[config.mk]
export PLATFORM = sky130hd
export DESIGN_NAME = stepwave_pwm
export DESIGN_NICKNAME = d
export VERILOG_FILES = /design/src/rtl/stepwave_pkg.sv /design/src/rtl/stepwave_inc.sv /design/src/rtl/stepwave_phase.sv /design/src/rtl/stepwave_chan.sv /design/src/rtl/stepwave_pwm.sv
export SDC_FILE = /design/constraint.sdc
export NUM_CORES = 1
export LEC_CHECK = 0
export ABC_AREA = 1
export BUFFER_PORTS_ARGS = -buffer_cell sky130_fd_sc_hd__buf_2
export CELL_PAD_IN_SITES_DETAIL_PLACEMENT = 0
export CELL_PAD_IN_SITES_GLOBAL_PLACEMENT = 1
export CORE_ASPECT_RATIO = 0.8
export CORE_UTILIZATION = 40
export DETAILED_ROUTE_END_ITERATION = 8
export HOLD_SLACK_MARGIN = 0.03
export PLACE_DENSITY_LB_ADDON = 0.08
export SYNTH_ARGS = -nofsm -noshare
export SYNTH_HDL_FRONTEND = slang
export SYNTH_HIERARCHICAL = 1
export SYNTH_SLANG_ARGS = --single-unit
export TNS_END_PERCENT = 50
[constraint.sdc]
create_clock -name clk -period 3.15 [get_ports clk]
set_clock_uncertainty 0.05 [all_clocks]
set_input_delay 0 -clock clk [delete_from_list [all_inputs] [get_ports clk]]
set_output_delay 0 -clock clk [all_outputs]
set_load 0.02 [all_outputs]
[src/rtl/stepwave_pkg.sv]
package stepwave_pkg;
   localparam int STEP_W = 2;
   localparam int CNT_W  = 6;
   localparam int CODE_W = STEP_W + CNT_W;
   localparam int DUTY_W = 8;
   // largest increment: 64 << 6 needs CNT_W+1+2*(2^STEP_W-1) bits
   localparam int INC_W  = CNT_W + 1 + 2 * ((1 << STEP_W) - 1);

   typedef struct packed {
      logic [STEP_W-1:0] step;
      logic [CNT_W-1:0]  count;
   } freq_code_t;
endpackage

[src/rtl/stepwave_inc.sv]
module stepwave_inc
   import stepwave_pkg::*;
(
   input  freq_code_t       code_i,
   output logic [INC_W-1:0] inc_o
);
   logic [CNT_W:0] base;

   always_comb begin
      base  = {1'b0, code_i.count} + {{CNT_W{1'b0}}, 1'b1};
      inc_o = INC_W'(base) << {code_i.step, 1'b0};
   end
endmodule

[src/rtl/stepwave_phase.sv]
module stepwave_phase #(
   parameter int ACC_W = 20,
   parameter int INC_W = 13
) (
   input  logic             clk,
   input  logic             rst_n,
   input  logic             tick_i,
   input  logic [INC_W-1:0] inc_i,
   output logic [ACC_W-1:0] acc_o
);
   always_ff @(posedge clk) begin
      if (!rst_n)      acc_o <= '0;
      else if (tick_i) acc_o <= acc_o + ACC_W'(inc_i);
   end

   AST_PHASE_STEP: assert property (@(posedge clk) disable iff (!rst_n)
      tick_i |=> acc_o == ACC_W'($past(acc_o) + ACC_W'($past(inc_i))));
   AST_PHASE_HOLD: assert property (@(posedge clk) disable iff (!rst_n)
      !tick_i |=> $stable(acc_o));
   AST_PHASE_CLEAR: assert property (@(posedge clk)
      !rst_n |=> acc_o == '0);
endmodule

[src/rtl/stepwave_chan.sv]
module stepwave_chan
   import stepwave_pkg::*;
#(
   parameter int ACC_W = 20
) (
   input  logic              clk,
   input  logic              rst_n,
   input  logic              tick_i,
   input  freq_code_t        freq_i,
   input  logic [DUTY_W-1:0] duty_i,
   input  logic              inv_i,
   input  logic              en_i,
   output logic              pwm_o
);
   localparam int POS_LSB = ACC_W - DUTY_W;

   logic [INC_W-1:0]  inc;
   logic [ACC_W-1:0]  acc;
   logic [DUTY_W-1:0] pos;
   logic              active;

   stepwave_inc u_inc (
      .code_i (freq_i),
      .inc_o  (inc)
   );

   stepwave_phase #(.ACC_W(ACC_W), .INC_W(INC_W)) u_phase (
      .clk    (clk),
      .rst_n  (rst_n),
      .tick_i (tick_i),
      .inc_i  (inc),
      .acc_o  (acc)
   );

   always_comb begin
      pos    = acc[ACC_W-1:POS_LSB];
      active = (pos <= duty_i);
   end

   always_ff @(posedge clk) begin
      if (!rst_n) pwm_o <= 1'b0;
      else        pwm_o <= en_i & (active ^ inv_i);
   end

   AST_DISABLED_LOW: assert property (@(posedge clk) disable iff (!rst_n)
      !en_i |=> !pwm_o);
   AST_FULL_DUTY_HIGH: assert property (@(posedge clk) disable iff (!rst_n)
      (en_i && !inv_i && duty_i == '1) |=> pwm_o);
   AST_FULL_DUTY_INV_LOW: assert property (@(posedge clk) disable iff (!rst_n)
      (en_i && inv_i && duty_i == '1) |=> !pwm_o);
   AST_RESET_LOW: assert property (@(posedge clk)
      !rst_n |=> !pwm_o);
endmodule

[src/rtl/stepwave_pwm.sv]
module stepwave_pwm
   import stepwave_pkg::*;
#(
   parameter int NUM_CH = 4,
   parameter int ACC_W  = 20
) (
   input  logic                     clk,
   input  logic                     rst_n,
   input  logic                     tick_i,
   input  logic [NUM_CH*CODE_W-1:0] freq_code_i,
   input  logic [NUM_CH*DUTY_W-1:0] duty_code_i,
   input  logic [NUM_CH-1:0]        inv_i,
   input  logic [NUM_CH-1:0]        en_i,
   output logic [NUM_CH-1:0]        pwm_o
);
   generate
      if (NUM_CH < 1) begin : g_bad_ch
         $error("stepwave_pwm: NUM_CH must be at least 1");
      end
      if (ACC_W <= INC_W || ACC_W < DUTY_W) begin : g_bad_acc
         $error("stepwave_pwm: ACC_W must exceed the increment width");
      end

      for (genvar c = 0; c < NUM_CH; c++) begin : g_ch
         stepwave_chan #(.ACC_W(ACC_W)) u_chan (
            .clk    (clk),
            .rst_n  (rst_n),
            .tick_i (tick_i),
            .freq_i (freq_code_t'(freq_code_i[c*CODE_W +: CODE_W])),
            .duty_i (duty_code_i[c*DUTY_W +: DUTY_W]),
            .inv_i  (inv_i[c]),
            .en_i   (en_i[c]),
            .pwm_o  (pwm_o[c])
         );
      end
   endgenerate
endmodule

== Word-level counts from Yosys, hierarchy flattened ==
Cells that the tools add are included.
Word-level totals
  register bits after elaboration: 84
  bits of input ports: 75
  output and inout bits: 4
  logic and storage cells: 32
Operators by class
  add/sub/neg operators: 8
  order comparisons: 4
  shift-type cells: 4
  bitwise gates (word level): 8
Operators by type and width (count)
  $add A20 B13 Y20: 4
  $shl A7 B3 Y13: 4
  $le A8 B8 Y1: 4
  $add A6 B1 Y7 const B: 4
  $and A1 B1 Y1: 4
  $xor A1 B1 Y1: 4

== Logic depth before layout (Yosys ltp) ==
  depth in word-level cells: 3
  depth in mapped cells: 19
  gate-level depth less buffers: 19

== Hierarchy ==
Netlist, hierarchy kept.
By module, submodules not included
  stepwave_phase: instances 4, cells each 288, area an instance 1731.7 um^2, seq. area each 400.4 um^2
  stepwave_inc: instances 4, cells each 65, area an instance 324.1 um^2, seq. area each 0.0 um^2
  stepwave_chan: instances 4, cells each 43, area an instance 284.0 um^2, seq. area each 20.0 um^2

== Least setup slack after synthesis ==
Ideal clock, no wire load.
  kind: input to register
  from: input port freq_code_i[0]
  to: register g_ch[0].u_chan.u_phase.acc_o[15]
  library setup time: 0.115 ns
  arrival: 1.624 ns
  required time: 2.985 ns
  slack: 1.361 ns
  stages on the path: 17
  path buffers: 0
  cell sequence: ha_1 nand2_1 inv_2 nor2_1 nand2_1 o21ai_0 nand2_1 nand2_1 ha_1 nand2_1 inv_1 a21oi_1 nand2_2 nand2_2 nand2_2 a21oi_1 nor2_1
On the way
  longest elaborated chain between the ends: 3
Ends and longest elaborated chain
  start, declared: RTL line stepwave_pwm.sv:10  | input logic [NUM_CH*CODE_W-1:0] freq_code_i,
  $add A6 B1 Y7: RTL line stepwave_inc.sv:10  | base = {1'b0, code_i.count} + {{CNT_W{1'b0}}, 1'b1};
  $shl A7 B3 Y13: RTL line stepwave_inc.sv:11  | inc_o = INC_W'(base) << {code_i.step, 1'b0};
  net g_ch[0].u_chan.inc[6]: RTL line stepwave_chan.sv:17  | logic [INC_W-1:0] inc;
  $add A20 B13 Y20: RTL line stepwave_phase.sv:13  | else if (tick_i) acc_o <= acc_o + ACC_W'(inc_i);
  end signal, assigned: RTL line stepwave_phase.sv:13
  end, declared: RTL line stepwave_phase.sv:9  | output logic [ACC_W-1:0] acc_o
The timed path passes the listed nets, and every way through them passes these cells.
A chain may end at the register's enable or synchronous reset.

== Worst setup path after layout ==
  from: register g_ch[2].u_chan.u_phase.acc_o[13]
  to: register g_ch[2].u_chan.pwm_o
On the way
  longest elaborated chain between the ends: 3
Ends and longest elaborated chain
  start, declared: RTL line stepwave_phase.sv:9
  start signal, assigned: RTL line stepwave_phase.sv:13
  $le A8 B8 Y1: RTL line stepwave_chan.sv:37  | active = (pos <= duty_i);
  $xor A1 B1 Y1: RTL line stepwave_chan.sv:42  | else pwm_o <= en_i & (active ^ inv_i);
  $and A1 B1 Y1: RTL line stepwave_chan.sv:42
  end signal, assigned: RTL line stepwave_chan.sv:42
  end, declared: RTL line stepwave_chan.sv:13  | output logic pwm_o
No other way between the ends.

==> run summary <==
The pre-antenna-repair detailed-routing pass consisted of 5 iterations. After the first detailed-routing iteration, the DRC count stood at 451. The number of hold-slack violations in the final timing report is 0.

The number of antenna violations at the first check in global routing was 1. Setup repair after global routing left no endpoint under its margin. Dividing the detail-routed wire length by the instance count gives 12.2 um. The routed design has 24000 um of wire. From synthesis to final layout, the design area changed by 11.1%.

The number of slew-limit violations in the final report was 0. The tools report the detailed placer's ending HPWL as 19300 um. The via-per-instance ratio works out to 4.68. Setup violations remaining at the end of the flow were counted as 0. The post-synthesis sequential area ratio is 18.0%, and the maximum frequency from static timing analysis is 404 MHz. Share of async-settable or async-resettable flops after synthesis: 0%. The worst setup path is of the flip-flop to flip-flop kind. TritonCTS built the clock tree. The final weighted congestion in routability-driven placement is 0.867. The number of antenna-violating nets in the routed design was 0; the clock-pin slew on the worst setup and hold paths was 0.07 ns.

Counting every net in the synthesized netlist gives 1751. Global routing consumed, over all layers together, 20.7% of the routing resources. Of the total synthesized cell area, the portion taken by XOR and XNOR cells is 1.87%. The top cell type by area accounts for 18.0% of the synthesized area. The floorplan has 49 rows. The tree built by TritonCTS fans out to 84 sinks. The number of synthesized flops with an enable pin was 0. The synthesized netlist cell count was 1584. The count of buffers added on input and output ports is 78. The worst setup path is captured at a flip-flop. The worst register-to-register path ends at g_ch[2].u_chan/pwm_o. 79 I/O pins were placed. The number of global-route vias before repair is 8512, and the clock latency of the later-clocked register in the worst-skew pair is 0.35 ns. For the global route total overflow, the log shows 0.

The worst hold path startpoint was tick_i. Dominant cell type by area after synthesis: dfxtp_1. Measured against the total synthesized area, the mux share comes to 0%.

Across all layers, the routed design uses 9261 vias. The worst-case IR drop observed on VDD is 0.192 mV. The logs give 68.1% for the tightest slew margin relative to the limit and 0 for the number of buffers inserted to repair setup after CTS. The most common cell in the synthesized netlist is nand2_1.

The clock passes through at most 2 buffers. After filler insertion, the fill cell instance count of the layout stands at 2534. The worst-case register-to-register setup slack is 0.67 ns, and the maximum fanout along the worst path is 6. The first global-routing pass estimated 40800 um of wire.

The most used flip-flop cell after synthesis is dfxtp_1. The run finished with clean final reports. The count of hold-fix buffers inserted at cts came out at 12. The clock tree root driver cell was clkbuf_16. The tools report the nature of the critical path startpoint as a flip-flop. Of the available clock period, the critical path in the final layout requires 78.7%.

The initial utilization of the core area, before any placement, comes to 41.3%. The post-synthesis share of cell area spent on full adders, half adders and majority gates came out at 12.6%. The path with the worst hold slack has its endpoint at g_ch[3].u_chan/u_phase/acc_o[7]. The worst hold path passes through 4 cells.

Max-cap violations in this run came to 0. The cell count of the worst reg-to-reg path is 12, and the ratio of total power to cell area is 329 nW/um^2. The number of different library cells used by synthesis comes to 31. The post-route DRC violation count is 0.

Summing all placed instances gives a cell area of 9980 sq um. Total power for the finished layout comes to 3420 uW. The transition time at the pin with the least slew margin was 0.478 ns; the pin count of the biggest net entering global routing was 41. Sorting the synthesized cells by area gives the leading types as dfxtp_1, nand2_1, ha_1. The run gives 3.40 ns as the endpoint required time on the critical path. The region available for standard cell placement spans 22700 sq um.

In this run the static leakage power is 0.00589 uW. During synthesis, Yosys emitted a total of 6 warnings. In the synthesized netlist, the cells that appear most often are nand2_1, inv_1, nor2_1, nand3_1, ha_1. A synthesized cell averages 5.91 sq um. For the number of gates given a new drive strength after cts, the log shows 0.

Post-route worst hold slack: 0.109 ns. The clock period minus worst slack is 2.48 ns, and the data arrival time of the critical path is 2.73 ns. Post-layout net count: 1832.

The beginning of the worst register-to-register path is g_ch[2].u_chan/u_phase/acc_o[13]. Worst hold path class: primary input to flip-flop. In this run, synthesis produced a sequential element count of 84. The finished cells cover 10400 sq um. Summing the areas of all compound-gate instances in the mapped netlist gives 7.81% of the synthesized area. The area fraction in and, or, nand and nor cells after synthesis is 46.1%, and the setup TNS is 0 ns.

The die outline height came out at 139 um. The share of post-route cells with drive strength above 1 works out to 14.1%. The tools report the die area as 24000 sq um. The die is 173 um wide. The number of clock buffers added by TritonCTS is 9. Summing every instance area after synthesis gives 9360 sq um. The H-tree was split into 3 levels. By area, the combinational part of the netlist is dominated by simple AND/OR/NAND/NOR gates.
per-stage QoR:
stage	utilization [%]	worst slack [ns]	cells
2_1_floorplan	-	1.36	1584
3_3_place_gp	44.0	0.924	1948
3_5_place_dp	44.0	0.946	1948
4_1_cts	45.8	0.681	1976
5_1_grt	45.8	0.441	1976
6_report	45.8	0.672	1977
layout make-up:
cell class,instances,area [sq um],area share [%]
multi-input combinational,1184,6400,61.6
sequential,84,1680,16.2
timing repair buffer,94,543,5.22
inverter,292,1100,10.5
clock buffer,12,236,2.28
tap,306,383,3.68
antenna,1,2.50,0.0241
clock inverter,4,50.0,0.482
layer usage:
metal	part of all wire [%]	GRT usage, %	up-vias
met1	55	30.0	3976
met5	0	0	-
li1	-	-	5151
met2	41	32.1	119
met3	3.1	3.37	15
met4	0.84	3.96	0
worst max-delay path: stages (launching register included):
cell           delay (ns)
dfxtp_1              0.45
ha_1                 0.31
nand2_1              0.08
nand2_1              0.05
nand2_1              0.05
nand2_1              0.05
nand2_1              0.05
nand2_1              0.06
nand3_1              0.07
nand2_1              0.05
dlygate4sd3_1        0.55
nor2_1               0.08
dlygate4sd3_1        0.54
layout by cell type (no fill, tap or decap), types with 2 or more instances in the layout:
cell type and instances:
buf_2 77, buf_4 5, clkinv_1 4, nor2_1 176
nand3_2 12, a21o_1 4, o211ai_1 12, xor2_1 12
o21ai_1 8, nand2_4 4, nand2_1 436, and2_1 16
nand4_1 32, ha_1 88, nand4_2 4, dfxtp_1 84
fa_1 4, nand3_1 156, clkinvlp_4 2, a21oi_2 8
a21oi_1 60, nor3_1 12, inv_1 264, xnor2_1 8
o21bai_1 8, clkbuf_1 3, nand2_2 48, nor2_4 12
inv_2 24, dlygate4sd3_1 12, nor4_1 8, nor2_2 28
o21ai_0 28, clkbuf_16 9
registers in the layout (all words and copies together) (netlist names):
| signal | flops |
|---|---|
| g_ch.u_chan/u_phase/acc_o | 80 |
| g_ch.u_chan/pwm_o | 4 |
cell families after synthesis:
family / count (synthesis)
and+or+nand+nor: 944
buffers and inverters: 316
AOI/OAI and AO/OA: 128
adders and majority gates: 92
DFF: 84
xor gates and xnor gates: 20
how the worst max path moves through the flow:
stage                                startpoint                          endpoint  slack (ns)  cells past startpoint
6_report       g_ch[2].u_chan/u_phase/acc_o[13]              g_ch[2].u_chan/pwm_o        0.67                     12
5_1_grt        g_ch[1].u_chan/u_phase/acc_o[13]              g_ch[1].u_chan/pwm_o        0.44                     12
4_1_cts        g_ch[1].u_chan/u_phase/acc_o[13]              g_ch[1].u_chan/pwm_o        0.68                     12
3_5_place_dp                    freq_code_i[24]  g_ch[3].u_chan/u_phase/acc_o[15]        0.95                     18
3_3_place_gp                    freq_code_i[16]  g_ch[2].u_chan/u_phase/acc_o[13]        0.92                     17
2_1_floorplan                    freq_code_i[0]  g_ch[0].u_chan/u_phase/acc_o[15]        1.36                     17
report_power, final:
group	switching, uW	internal, uW
registers	44.0	1130
clock network	484	616
logic	732	419
total	1260	2160
Power figures use the tool's default switching activity.
